`src/rtl/peak_phase_det.sv`:
```
module peak_phase_det #(
  parameter int ACC_W = 8
) (
  input  logic                    clk,
  input  logic                    rst_n,
  input  logic                    smp_vld,
  input  logic                    slope_pos,
  input  logic [2:0]              lvl_thermo,
  input  logic                    err_pos,
  input  logic [1:0]              lvl_sel,
  input  logic                    use_err_bit,
  input  logic [ACC_W-2:0]        sat_lim,
  output logic                    early,
  output logic                    late,
  output logic [1:0]              step,
  output logic signed [ACC_W-1:0] phase_acc
);

  localparam int SUM_W = ACC_W + 1;

  logic hit_top, hit_bot, hit, err_eff, late_d, early_d;
  logic signed [SUM_W-1:0] lim_s, acc_ext, delta, sum, clamped;

  assign hit_top = smp_vld & lvl_sel[0] & (lvl_thermo == 3'b111);
  assign hit_bot = smp_vld & lvl_sel[1] & (lvl_thermo == 3'b000);
  assign hit     = hit_top | hit_bot;

  // assumed error sign: non-positive at the top, non-negative at the bottom
  assign err_eff = use_err_bit ? err_pos : hit_bot;

  assign late_d  = hit & (err_eff ^ slope_pos);
  assign early_d = hit & ~(err_eff ^ slope_pos);

  assign lim_s   = $signed({2'b00, sat_lim});
  assign acc_ext = {phase_acc[ACC_W-1], phase_acc};

  always_comb begin
    delta = '0;
    if (late_d)       delta = SUM_W'(1);
    else if (early_d) delta = '1;
  end

  assign sum = acc_ext + delta;

  always_comb begin
    clamped = sum;
    if (sum > lim_s)       clamped = lim_s;
    else if (sum < -lim_s) clamped = -lim_s;
  end

  always_ff @(posedge clk or negedge rst_n) begin
    if (!rst_n) begin
      early     <= 1'b0;
      late      <= 1'b0;
      phase_acc <= '0;
    end else begin
      early     <= early_d;
      late      <= late_d;
      phase_acc <= clamped[ACC_W-1:0];
    end
  end

  assign step = {early, early | late};

endmodule


```
`config.mk`:
```
export PLATFORM = sky130hd
export DESIGN_NAME = peak_phase_det
export DESIGN_NICKNAME = d
export VERILOG_FILES = /design/src/rtl/peak_phase_det.sv
export SDC_FILE = /design/constraint.sdc
export NUM_CORES = 1
export LEC_CHECK = 0
export CAP_MARGIN = 20
export CELL_PAD_IN_SITES_DETAIL_PLACEMENT = 1
export CELL_PAD_IN_SITES_GLOBAL_PLACEMENT = 1
export CORE_MARGIN = 2
export CORE_UTILIZATION = 40
export CTS_CLUSTER_SIZE = 8
export DETAILED_ROUTE_END_ITERATION = 16
export MAX_ROUTING_LAYER = met4
export PLACE_DENSITY_LB_ADDON = 0.05
export SYNTH_ARGS = -nofsm -noshare
export SYNTH_HDL_FRONTEND = slang
export SYNTH_SLANG_ARGS = --single-unit
```
`constraint.sdc`:
```
create_clock -name clk -period 6.4 [get_ports clk]
set_input_delay 1.6 -clock clk [delete_from_list [all_inputs] [get_ports clk]]
set_output_delay 1.6 -clock clk [all_outputs]
set_load 0.01 [all_outputs]
```
==> metrics.yaml <==
worstSetupPathType: "in2reg"
dp_hpwl_um: 3430
clock_latency_ns: 0.27
drive_above_1_share_pct: 9.55
drtAntennaViolNets: 0
start_util_pct: 41.7
drtIter0Drc: 25
synthTopCellsByArea: "ha_1 (20%), dfrtp_1 (18%), nor2_1 (4.3%), xnor2_1 (3.7%), mux2i_1 (3.6%)"
setup_tns_ns: 0
yosysTopAreaCell: "ha_1"
ys.flop_type: "dfrtp_1"
status: "finished, final reports clean"
leakage_nw: 0.843
drc: 0
avgSynthCellArea_um2: 8.36
clk_pin_slew_worst_paths_ns: 0.06
die_x_um: 63.2
worst_ep_arrival_time_ns: 6.11
grt_max_degree: 15
period_needed_ns: 5.96
synth-edff-count: 0
ys_seq_elements: 10
dr.pass1.iters: 4
diodes: 0
grt.total_usage_pct: 22.5
cts_max_level: 1
place_congestion: 0.789
syn-num-nets: 209
rr_worst_depth: 15
period_share_pct: 93.1
grt_pass1_vias: 1464
via_per_inst: 5.64
crit_fanout: 14
placed_area_mm2: 0.00175
mostFrequentLayoutCells: "clkdlybuf4s50_1 (29), ha_1 (22), nor2_1 (16), inv_1 (12), nand2_1 (12)"
cts-buffers-inserted: 3
yosys_warnings: 0
wl_per_cell_um: 17.1
startpoint_type: "primary input"
max_freq_mhz: 168
final_common_cell: "clkdlybuf4s50_1"
vdd_drop_max_uv: 187
cts_tree: "built"
synth_seq_area_share_pct: 17.8
slew_headroom_pct: 68.7
synth_top_area_share_pct: 19.6
core-area_mm2: 0.00336
tightest_slew_ns: 0.466
die_y_um: 63.2
grt_overflow: 0
report.final.slew_viol_count: 0
seq_area_um2: 250
required_ns: 6.55
hold_viol_final: 0
io_pins: 30
syn-cell-area_mm2: 0.00140
die_area_mm2: 0.00400
row_count: 21
root_buffer: "clkbuf_4"
syn-instance-count: 168
routed_wl_um: 4180
clock_skew_ns: 0.000929
crit_end: "phase_acc[3]"
multi_input_area_mm2: 0.00109
fin_util_pct: 53.1
via_count: 1381
post_cts_buffers: 0
antenna_found_initial: 0
reg2reg_setup_slack_ns: 2.57
reg2reg_from: "phase_acc[0]"
crit_start: "lvl_thermo[1]"
final_area_mm2: 0.00179
syn2layout_area_growth_pct: 27.3
synth.distinct_cells: 50
async_reset_ff_share_pct: 100
setup_viol: 0
end_kind: "flop"
clock_path_buffers: 2
rsz0062_at_grt: "false"
cap_violations: 0
port_buffers: 29
rr_endpoint: "phase_acc[3]"
power_density_mw_per_mm2: 423
clock_sinks: 10
filler_cell_count: 421
hold_class: "reg2reg"
layout.nets: 242
grt_pass1_wl_um: 6930
[through the flow]
stage	total power [mW]	setup slack (ns)	instances	hold WS, ns
3_5_place_dp	0.702	-0.0191	242	0.710
4_1_cts	0.750	0.205	245	0.726
2_1_floorplan	0.517	1.07	168	0.702
6_report	0.755	0.444	245	0.709
5_1_grt	0.828	0.0361	245	0.810
3_3_place_gp	0.668	0.344	242	0.678
[layer usage]
layer  vias up  GRT usage (%)  part of all wire (%)
met1       675           27.2                    45
met5         -              -                     0
met4         0           6.25                  0.45
met3         3           2.14                   2.9
met2        26           39.9                    52
li1        677              -                     -
[where the power goes]
part | switching [mW] | total [mW] | internal [mW]
Combinational | 0.314 | 0.598 | 0.284
Clock | 0.0217 | 0.0435 | 0.0218
Sequential | 0.0213 | 0.114 | 0.0930
Total | 0.357 | 0.755 | 0.398
[Yosys cell counts, types with 3 or more instances]
master,number
xnor2_1,6
inv_1,12
mux2i_1,5
nand2_1,12
dfrtp_1,10
a21o_1,3
a211oi_1,5
nor3_1,4
a21oi_1,8
o21ai_0,8
ha_1,22
xor2_1,4
nor2_1,16
nand2b_1,4
and2_1,3
[worst max-delay path: stages]
cell	delay (ns)
clkdlybuf4s50_1	0.43
nor4b_2	0.32
nand2_1	0.09
o21ai_0	0.21
xor2_1	0.22
nor2_1	0.13
fa_1	0.47
a211oi_2	0.30
nor2_1	0.13
o21a_1	0.18
nor2_1	0.17
xnor2_2	0.19
ha_1	0.31
a21oi_1	0.21
nor2b_1	0.08
a211oi_1	0.34
a31oi_2	0.13
buf_4	0.20
o21bai_2	0.21
a2bb2oi_2	0.16
[state kept, by name, summed over array words and instances, names as in the netlist]
register / count
early: 1
late: 1
phase_acc: 8
[final cells by class]
type	instances	share of cell area [%]
inverters	12	2.52
well taps	46	3.22
flip-flops and latches	10	14.0
repair buffers	33	17.9
clock buffers	3	1.26
multi-input cells	141	61.1
[worst min-delay path by stage]
stage | cells after the start | to | startpoint
final | 3 | phase_acc[0] | phase_acc[0]
after global placement | 3 | phase_acc[0] | phase_acc[0]
after floorplan | 3 | phase_acc[0] | phase_acc[0]
after CTS | 3 | phase_acc[0] | phase_acc[0]
after global routing | 3 | phase_acc[0] | phase_acc[0]
after detailed placement | 3 | phase_acc[0] | phase_acc[0]
[timing repair]
action,in CTS,in global routing
gates resized for setup,0,3
endpoints found under the setup margin,0,7
hold buffers,0,0
[kinds of logic (layout without fill, tap and decap cells)]
group           count (synthesis)  in the layout  synth area share, %
mux                             6              6                 4.37
buf+inv                        17             48                 5.79
fa+ha+maj                      23             23                 21.0
flops                          10             10                 17.8
xor+xnor                       10             10                 6.24
simple gates                   56             56                 20.2
compound gates                 46             46                 24.5
Power figures use the tool's default switching activity.
